### config.mk
export PLATFORM = sky130hd
export DESIGN_NAME = nbr_mailbox_ring
export DESIGN_NICKNAME = d
export VERILOG_FILES = /design/src/rtl/nmr_pkg.sv /design/src/rtl/nmr_mailbox.sv /design/src/rtl/nmr_write_port.sv /design/src/rtl/nmr_read_port.sv /design/src/rtl/nbr_mailbox_ring.sv
export SDC_FILE = /design/constraint.sdc
export NUM_CORES = 1
export LEC_CHECK = 0
export ABC_AREA = 1
export ABC_CLOCK_PERIOD_IN_PS = 1400
export BUFFER_PORTS_ARGS = -buffer_cell sky130_fd_sc_hd__buf_2
export CAP_MARGIN = 20
export CELL_PAD_IN_SITES_DETAIL_PLACEMENT = 0
export CELL_PAD_IN_SITES_GLOBAL_PLACEMENT = 1
export CORE_ASPECT_RATIO = 0.75
export CORE_MARGIN = 2
export CORE_UTILIZATION = 43
export DETAILED_ROUTE_END_ITERATION = 7
export GPL_TIMING_DRIVEN = 1
export PLACE_DENSITY_LB_ADDON = 0.05
export SLEW_MARGIN = 10
export SYNTH_ARGS = -nofsm -noshare
export SYNTH_HDL_FRONTEND = slang
export SYNTH_HIERARCHICAL = 1
export SYNTH_SLANG_ARGS = --single-unit
export TNS_END_PERCENT = 100
### constraint.sdc
create_clock -name clk -period 1.4 [get_ports clk]
set_input_delay 0.28 -clock clk [delete_from_list [all_inputs] [get_ports clk]]
set_output_delay 0.28 -clock clk [all_outputs]
set_load 0.005 [all_outputs]
### src/rtl/nmr_pkg.sv
package nmr_pkg;
  typedef enum logic {
    DIR_PREV = 1'b0,
    DIR_NEXT = 1'b1
  } nmr_dir_e;

  function automatic int ring_next(input int idx, input int n);
    return (idx + 1) % n;
  endfunction

  function automatic int ring_prev(input int idx, input int n);
    return (idx + n - 1) % n;
  endfunction
endpackage

### src/rtl/nmr_mailbox.sv
module nmr_mailbox #(
  parameter int DW      = 9,
  parameter int CMD_BIT = 8
) (
  input  logic          clk,
  input  logic          rst,
  input  logic          wr_req,
  input  logic          wr_cond,
  input  logic          wr_mask,
  input  logic [DW-1:0] wr_data,
  input  logic          rd_req,
  output logic [DW-1:0] data_q,
  output logic          avail_q
);
  localparam logic [DW-1:0] CMD_ONEHOT = {{(DW-1){1'b0}}, 1'b1} << CMD_BIT;

  logic          accept;
  logic [DW-1:0] store_val;

  // A guarded post is refused while the previous word is still pending.
  assign accept    = wr_req & ~(wr_cond & avail_q);
  assign store_val = wr_mask ? (wr_data & ~CMD_ONEHOT) : wr_data;

  always_ff @(posedge clk) begin
    if (rst) begin
      data_q  <= '0;
      avail_q <= 1'b0;
    end else begin
      if (accept) data_q <= store_val;
      // Posting wins over a same-cycle fetch, so the new word stays pending.
      if (accept)      avail_q <= 1'b1;
      else if (rd_req) avail_q <= 1'b0;
    end
  end
endmodule

### src/rtl/nmr_write_port.sv
module nmr_write_port (
  input  logic clk,
  input  logic rst,
  input  logic en,
  input  logic dir,
  input  logic cond,
  input  logic avail_dn,
  input  logic avail_up,
  output logic req_dn,
  output logic req_up,
  output logic carry_q
);
  import nmr_pkg::*;

  logic sel_avail;

  assign req_up    = en & (dir == DIR_NEXT);
  assign req_dn    = en & (dir == DIR_PREV);
  assign sel_avail = (dir == DIR_NEXT) ? avail_up : avail_dn;

  always_ff @(posedge clk) begin
    if (rst) carry_q <= 1'b0;
    else     carry_q <= en & cond & sel_avail;
  end
endmodule

### src/rtl/nmr_read_port.sv
module nmr_read_port #(
  parameter int DW      = 9,
  parameter int CMD_BIT = 8
) (
  input  logic          clk,
  input  logic          rst,
  input  logic          en,
  input  logic          dir,
  input  logic          carry_opt,
  input  logic          mask_opt,
  input  logic [DW-1:0] prev_data,
  input  logic          prev_avail,
  input  logic [DW-1:0] next_data,
  input  logic          next_avail,
  output logic          clr_prev,
  output logic          clr_next,
  output logic [DW-1:0] data_q,
  output logic          carry_q,
  output logic          zero_q
);
  import nmr_pkg::*;

  localparam logic [DW-1:0] CMD_ONEHOT = {{(DW-1){1'b0}}, 1'b1} << CMD_BIT;

  logic [DW-1:0] sel_data;
  logic          sel_avail;

  assign clr_prev  = en & (dir == DIR_PREV);
  assign clr_next  = en & (dir == DIR_NEXT);
  assign sel_data  = (dir == DIR_NEXT) ? next_data  : prev_data;
  assign sel_avail = (dir == DIR_NEXT) ? next_avail : prev_avail;

  always_ff @(posedge clk) begin
    if (rst) begin
      data_q  <= '0;
      carry_q <= 1'b0;
      zero_q  <= 1'b0;
    end else if (en) begin
      data_q  <= mask_opt ? (sel_data & ~CMD_ONEHOT) : sel_data;
      carry_q <= carry_opt & sel_avail;
      zero_q  <= mask_opt & sel_data[CMD_BIT];
    end
  end
endmodule

### src/rtl/nbr_mailbox_ring.sv
module nbr_mailbox_ring #(
  parameter int N_CORES = 16,
  parameter int DW      = 9,
  parameter int CMD_BIT = 8
) (
  input  logic                  clk,
  input  logic                  rst,
  input  logic [N_CORES-1:0]    wr_en,
  input  logic [N_CORES-1:0]    wr_dir,
  input  logic [N_CORES-1:0]    wr_cond,
  input  logic [N_CORES-1:0]    wr_mask,
  input  logic [N_CORES*DW-1:0] wr_data,
  input  logic [N_CORES-1:0]    rd_en,
  input  logic [N_CORES-1:0]    rd_dir,
  input  logic [N_CORES-1:0]    rd_carry_en,
  input  logic [N_CORES-1:0]    rd_mask,
  output logic [N_CORES*DW-1:0] rd_data,
  output logic [N_CORES-1:0]    rd_carry,
  output logic [N_CORES-1:0]    rd_zero,
  output logic [N_CORES-1:0]    wr_carry
);
  import nmr_pkg::*;

  // up box c carries core c -> core c+1, dn box c carries core c -> core c-1
  logic [DW-1:0]      up_data [N_CORES];
  logic [DW-1:0]      dn_data [N_CORES];
  logic [N_CORES-1:0] up_avail_v;
  logic [N_CORES-1:0] dn_avail_v;
  logic [N_CORES-1:0] up_wr_req;
  logic [N_CORES-1:0] dn_wr_req;
  logic [N_CORES-1:0] rd_clr_prev;
  logic [N_CORES-1:0] rd_clr_next;

  for (genvar c = 0; c < N_CORES; c++) begin : g_core
    localparam int NXT = ring_next(c, N_CORES);
    localparam int PRV = ring_prev(c, N_CORES);

    nmr_mailbox #(.DW(DW), .CMD_BIT(CMD_BIT)) up_box_i (
      .clk     (clk),
      .rst     (rst),
      .wr_req  (up_wr_req[c]),
      .wr_cond (wr_cond[c]),
      .wr_mask (wr_mask[c]),
      .wr_data (wr_data[c*DW +: DW]),
      .rd_req  (rd_clr_prev[NXT]),
      .data_q  (up_data[c]),
      .avail_q (up_avail_v[c])
    );

    nmr_mailbox #(.DW(DW), .CMD_BIT(CMD_BIT)) dn_box_i (
      .clk     (clk),
      .rst     (rst),
      .wr_req  (dn_wr_req[c]),
      .wr_cond (wr_cond[c]),
      .wr_mask (wr_mask[c]),
      .wr_data (wr_data[c*DW +: DW]),
      .rd_req  (rd_clr_next[PRV]),
      .data_q  (dn_data[c]),
      .avail_q (dn_avail_v[c])
    );

    nmr_write_port wr_port_i (
      .clk      (clk),
      .rst      (rst),
      .en       (wr_en[c]),
      .dir      (wr_dir[c]),
      .cond     (wr_cond[c]),
      .avail_dn (dn_avail_v[c]),
      .avail_up (up_avail_v[c]),
      .req_dn   (dn_wr_req[c]),
      .req_up   (up_wr_req[c]),
      .carry_q  (wr_carry[c])
    );

    nmr_read_port #(.DW(DW), .CMD_BIT(CMD_BIT)) rd_port_i (
      .clk        (clk),
      .rst        (rst),
      .en         (rd_en[c]),
      .dir        (rd_dir[c]),
      .carry_opt  (rd_carry_en[c]),
      .mask_opt   (rd_mask[c]),
      .prev_data  (up_data[PRV]),
      .prev_avail (up_avail_v[PRV]),
      .next_data  (dn_data[NXT]),
      .next_avail (dn_avail_v[NXT]),
      .clr_prev   (rd_clr_prev[c]),
      .clr_next   (rd_clr_next[c]),
      .data_q     (rd_data[c*DW +: DW]),
      .carry_q    (rd_carry[c]),
      .zero_q     (rd_zero[c])
    );
  end
endmodule

==> flow_summary_export.csv, run 1 <==
group,metric,value,unit
timing,hold_viol,0,
clock_tree,cts_tree,"yes",
global_routing,grt_pass1_wl,113000,µm
global_routing,antenna_found_initial,17,
power,p_leak,0.0153,µW
power,power_frac_comb,13.6,%
floorplan,die_y,212,µm
finish,drive_gt1_share,18.6,%
timing,period_needed,1.35,ns
clock_tree,clk_pin_slew,0.06,ns
power,ir_worst_vdd,0.839,mV
worst_setup_path,path_cells,"buf_2",
placement,dpl.hpwl,53200,µm
yosys,syn_nets,3762,
route,drt_iter0_markers,1394,
timing,worst_pin_slew,0.419,ns
global_routing,grt_max_degree,27,
clock_tree,htreeDepth,2,
worst_setup_path,crit_slowest_cell,"dfxtp_2",
worst_setup_path,endpoint_kind,"primary output",
timing,rsz0062_at_grt,"no",
yosys,synth_seq_cells,512,
finish,finalNetCount,4341,
global_routing,grt_overflow,0,
timing,max_freq,739,MHz
clock_tree,cts-buffers-inserted,53,
worst_setup_path,path_class,"flop to primary output",
power,totalPowerFinal,35000,µW
clock_tree,cts.sinks,512,
floorplan,initial_utilization,43.4,%
finish,fill_cells,5795,
floorplan,core_area,57200,µm²
timing,finalSetupViolations,0,
outcome,status,"complete, no violations",
floorplan,rows,76,
route,antenna_left,0,
timing,slew_headroom,72.1,%
clock_tree,cts_root_buffer,"clkbuf_16",
power,intPower,25800,µW
timing,setup_tns,0,ns
yosys,syn-cell-area,24800,µm²
min_path,hold_class,"primary input to flop",
placement,port_buffers,465,
yosys,synth.area.top_cells,"dfxtp_1, nand2_1, nand3_1",
yosys,synth_top_area_share,41.3,%
global_routing,grt_pass1_vias,22137,
worst_setup_path,crit_family,"flip-flops",
yosys,avgSynthCellArea,7.12,µm²
timing,final.period_utilization,96.7,%
timing,finalMaxSlewViolations,0,
placement,dpl_cell_area,26800,µm²
power,switchingPower,9130,µW
job,cap_violations,0,
worst_setup_path,arrival,1.07,ns
timing,finClkSkew,0.0137,ns
floorplan,top_level_ports,466,
yosys,synth_warnings,6,
route,first_pass_iters,7,
global_routing,track_usage,23.1,%
finish,design_area,30400,µm²
worst_setup_path,cp_max_fo,2,
power,seq_power_share,45.8,%
yosys,ys_types,16,
route,routedWlPerCell,14.5,µm
clock_tree,max-clock-path-buffers,3,
route,drc,0,
finish,area_growth,22.3,%
power,swShare,26.1,%
yosys,syn_inst,3488,
worst_setup_path,required,1.12,ns
clock_tree,insertion_delay,0.59,ns
finish,multi_input_area,10800,µm²
timing,timing.hold.ws,0.0305,ns
yosys,yosysSeqAreaShare,41.3,%
power,power.density,1150,nW/µm²
floorplan,die_w,282,µm
route,wl,71200,µm
yosys,synth_area_leader_cell,"dfxtp_1",
worst_setup_path,critPathMaxStageDelay,0.36,ns
power,pwr-share-clk,40.6,%
worst_setup_path,cp_num_buf_inv,1,
finish,ff_latch_area,10300,µm²
worst_setup_path,crit_path_start_kind,"flop",
placement,gp_congestion,0.885,
route,via_per_inst,4.81,
route,via_count,23593,
floorplan,fp.dieArea,59700,µm²
layout by cell type (no fill, tap or decap):
| cell type | n |
|---|---|
| nand3_1 | 448 |
| buf_2 | 445 |
| dfxtp_2 | 46 |
| nor2_2 | 16 |
| nand3b_1 | 256 |
| nand2_2 | 48 |
| clkbuf_8 | 15 |
| nand2_1 | 768 |
| clkinv_2 | 5 |
| clkinv_1 | 48 |
| inv_1 | 400 |
| buf_6 | 4 |
| buf_12 | 8 |
| clkbuf_1 | 19 |
| o21ai_1 | 16 |
| a21oi_1 | 336 |
| dlygate4sd3_1 | 172 |
| dfxtp_1 | 466 |
| o21ai_0 | 32 |
| inv_2 | 48 |
| diode_2 | 13 |
| bufinv_16 | 3 |
| nor2_1 | 384 |
| buf_4 | 71 |
| clkbuf_16 | 53 |
synthesized netlist by cell type:
cell and n:
a21oi_1 336, buf_4 32, buf_6 128, buf_8 16
clkinv_1 48, dfxtp_1 512, inv_1 400, inv_2 48
nand2_1 768, nand2_2 48, nand3_1 448, nand3b_1 256
nor2_1 384, nor2_2 16, o21ai_0 32, o21ai_1 16
per-stage QoR:
stage	setup slack [ns]	cells	utilization, %
floorplan	0.457	3488	-
global placement	0.0592	4620	46.8
detailed placement	0.0390	4620	46.8
CTS	0.000853	4887	53.0
global route	0.00000444	4894	53.1
finish	0.0462	4900	53.1
state kept, by name (all words and copies together) (netlist names):
name / count
g_core.up_box_i/avail_q: 16
g_core.rd_port_i/carry_q: 16
g_core.rd_port_i/zero_q: 16
g_core.wr_port_i/carry_q: 16
g_core.dn_box_i/data_q: 144
g_core.up_box_i/data_q: 144
g_core.dn_box_i/avail_q: 16
g_core.rd_port_i/data_q: 144
final timing paths:
check	from	end	slack, ns	depth (start not counted)
max	g_core[0].rd_port_i/data_q[7]	rd_data[7]	0.05	1
max reg2reg	g_core[3].dn_box_i/data_q[8]	g_core[2].rd_port_i/zero_q	0.07	5
min	wr_data[126]	g_core[14].up_box_i/data_q[0]	0.03	4
min reg2reg	g_core[1].up_box_i/data_q[3]	g_core[1].up_box_i/data_q[3]	0.48	2
final cells by class:
cell class | instances | share of cell area (%)
Tap cell | 780 | 3.21
Clock buffer | 87 | 5.28
Multi-Input combinational cell | 2304 | 35.6
Antenna cell | 13 | 0.107
Sequential cell | 512 | 33.9
Timing Repair Buffer | 700 | 15.4
Clock inverter | 8 | 0.379
Inverter | 496 | 6.13
layer usage:
layer	track usage [%]	up-vias	part of all wire, %
met5	0	-	0.074
met4	8.29	10	3.2
met2	37.5	492	45
li1	-	12209	-
met3	4.70	136	5.5
met1	30.4	10746	46
power by group through the flow:
| stage | clock, µW | combinational, µW | sequential (µW) |
|---|---|---|---|
| global route | 15200 | 5410 | 16100 |
| CTS | 14600 | 4760 | 16000 |
| finish | 14200 | 4760 | 16000 |
| global placement | 0 | 4270 | 16300 |
| floorplan | 0 | 3180 | 16200 |
| detailed placement | 0 | 4350 | 16300 |
kinds of logic after synthesis:
logic type	count (synthesis)	synth area share (%)
buffers and inverters	672	15.2
AOI/OAI and AO/OA	384	7.74
DFF	512	41.3
and+or+nand+nor	1920	35.8
repair_timing:
action	4_1_cts	5_1_grt
gates resized for setup	44	23
setup buffers	0	0
setup endpoints to repair	38	20
hold endpoints to repair	209	0
hold buffers	172	0
No activity file was read; power rests on OpenSTA's default activity.
==> run 2, diff against run 1 <==
- GPL_TIMING_DRIVEN: 1 -> 0
- SLEW_MARGIN: 10 -> not set
==> run 2 against run 1 <==
  * Count of clock-buffer cells in the layout decreased by 6
  * Total power increased by 3.5%
  * Utilization increased by 2.9 points
  * Final cell count increased by 2.4%
  * First-iteration DRC count decreased by 5.2%
==> flow_summary_export.csv, run 2 (same netlist as run 1, synthesis figures left out) <==
group,metric,value,unit
worst_setup_path,r2r_end,"g_core[13].rd_port_i/carry_q",
global_routing,antenna_found_initial,14,
job,cap_violations,0,
finish,drive_gt1_share,20.7,%
worst_setup_path,path_class,"primary input to flop",
outcome,status,"complete, no violations",
finish,finalNetCount,4458,
placement,gp_congestion,0.873,
power,power.density,1130,nW/µm²
worst_setup_path,startpoint,"rd_en[13]",
floorplan,die_y,212,µm
timing,period_needed,1.38,ns
worst_setup_path,crit_path_start_kind,"primary input",
timing,rsz0062_at_grt,"yes",
finish,largest_registers,"g_core.dn_box_i/data_q: 144 flops, g_core.rd_port_i/data_q: 144 flops, g_core.up_box_i/data_q: 144 flops",
worst_setup_path,cp_max_fo,10,
finish,fill_cells,5796,
timing,max_freq,724,MHz
finish,ff_latch_area,10300,µm²
route,first_pass_iters,5,
worst_setup_path,r2r_start,"g_core[12].up_box_i/avail_q",
route,via_per_inst,4.69,
route,via_count,23548,
power,p_leak,0.0162,µW
global_routing,grt_pass1_wl,114000,µm
worst_setup_path,required,1.88,ns
worst_setup_path,cp_num_buf_inv,4,
timing,finalMaxSlewViolations,0,
timing,slew_headroom,64.5,%
clock_tree,cts-buffers-inserted,54,
worst_setup_path,arrival,1.86,ns
worst_setup_path,crit_slowest_cell,"dlygate4sd3_1",
global_routing,track_usage,23.5,%
placement,port_buffers,449,
floorplan,top_level_ports,466,
clock_tree,insertion_delay,0.59,ns
power,ir_worst_vdd,0.967,mV
global_routing,grt_pass1_vias,22367,
finish,layout_commonest_cell,"nand2_1",
clock_tree,htreeDepth,2,
worst_setup_path,cp.depth,6,
clock_tree,clk_pin_slew,0.07,ns
floorplan,fp.dieArea,59700,µm²
global_routing,grt_overflow,0,
timing,timing.hold.ws,0.0289,ns
clock_tree,cts.sinks,512,
worst_setup_path,crit_family,"buffers and inverters",
global_routing,grt_max_degree,55,
floorplan,rows,76,
timing,final.period_utilization,98.6,%
timing,worst_pin_slew,0.532,ns
finish,multi_input_area,10800,µm²
timing,hold_viol,0,
worst_setup_path,endpoint_kind,"flop",
route,wl,71700,µm
clock_tree,post_cts_buffers,0,
placement,dpl.hpwl,53900,µm
route,antenna_left,0,
timing,finClkSkew,0.0157,ns
finish,design_area,32000,µm²
route,drc,0,
clock_tree,cts_root_buffer,"clkbuf_16",
floorplan,core_area,57200,µm²
clock_tree,cts_tree,"yes",
worst_setup_path,critPathMaxStageDelay,0.55,ns
placement,dpl_cell_area,28100,µm²
clock_tree,max-clock-path-buffers,3,
route,routedWlPerCell,14.3,µm
floorplan,die_w,282,µm
finish,most-common-layout-cells,"nand2_1, dfxtp_1, nand3_1",
finish,area_growth,28.9,%
worst_setup_path,ff2ff_path_depth,5,
worst_setup_path,critPathCapture,"g_core[13].rd_port_i/carry_q",
floorplan,initial_utilization,43.4,%
worst_setup_path,r2r_slack,0.13,ns
route,drt_iter0_markers,1321,
timing,finalSetupViolations,0,
worst_setup_path,path_cells,"dlygate4sd3_1, buf_6, buf_6, o21ai_2, a21oi_1, dlygate4sd3_1",
min_path,hold_class,"primary input to flop",
==> run 2: changes by cell type in the layout (fill, tap and decap cells not counted), moves of 7 or more <==
cell           delta
buf_6           +131
buf_4            -26
dlygate4sd3_1    +18
buf_2            -16
buf_8            +16
clkbuf_1         -10
buf_12            -8
clkinv_2          +7
==> run 2: area by class of cell <==
class                           instances  area share (%)
Multi-Input combinational cell       2304            33.8
Sequential cell                       512            32.2
Timing Repair Buffer                  640            13.3
Buffer                                176            6.00
Inverter                              496            5.81
Clock buffer                           81            5.13
Tap cell                              780            3.05
Clock inverter                         18           0.684
Antenna cell                           12          0.0938
==> run 2: tightest hold or removal path, cell delays in order <==
cell and delay (ns):
buf_2 0.09, nand3b_1 0.09, nand2_1 0.05, nor2_1 0.07
==> run 2: worst min-delay path by stage <==
stage / start / endpoint / slack [ns] / depth (start not counted)
floorplan: rst / g_core[0].dn_box_i/avail_q / 0.35 / 1
detailed placement: g_core[13].dn_box_i/data_q[2] / g_core[13].dn_box_i/data_q[2] / 0.47 / 2
CTS: wr_data[43] / g_core[4].up_box_i/data_q[7] / 0.0002 / 4
finish: wr_data[43] / g_core[4].up_box_i/data_q[7] / 0.03 / 4
global route: rd_en[10] / g_core[10].rd_port_i/zero_q / 0.03 / 3
global placement: g_core[3].dn_box_i/data_q[3] / g_core[3].dn_box_i/data_q[3] / 0.47 / 2
==> run 2: where the power goes <==
part	internal [µW]	total (µW)	switching, µW
clock network	8990	15000	6010
logic	2420	5180	2760
registers	15500	16000	548
total	26900	36200	9320
==> run 2: what timing repair did <==
action / in CTS / in global routing
setup endpoints to repair: 23 / 49
hold endpoints to repair: 232 / 0
gates resized for setup: 27 / 46
gates cloned: 0 / 0
hold buffers: 190 / 0
==> run 2: through the flow <==
step	setup WS, ns	utilization, %	power (µW)	TNS [ns]	cells
floorplan	0.457	-	19400	0	3488
global placement	-2.19	49.0	21000	-912.43	4717
detailed placement	-0.534	49.1	21000	-152.99	4718
CTS	0.000846	55.8	36600	0	5007
global route	0.000374	55.9	38000	0	5015
finish	0.0193	56.0	36200	0	5019
==> run 2: metal layers <==
layer	wire length, µm	GRT usage, %	vias up
met5	38	0	-
li1	-	-	12459
met4	1950	6.90	6
met3	4050	5.03	110
met2	31300	37.1	417
met1	34400	32.1	10556
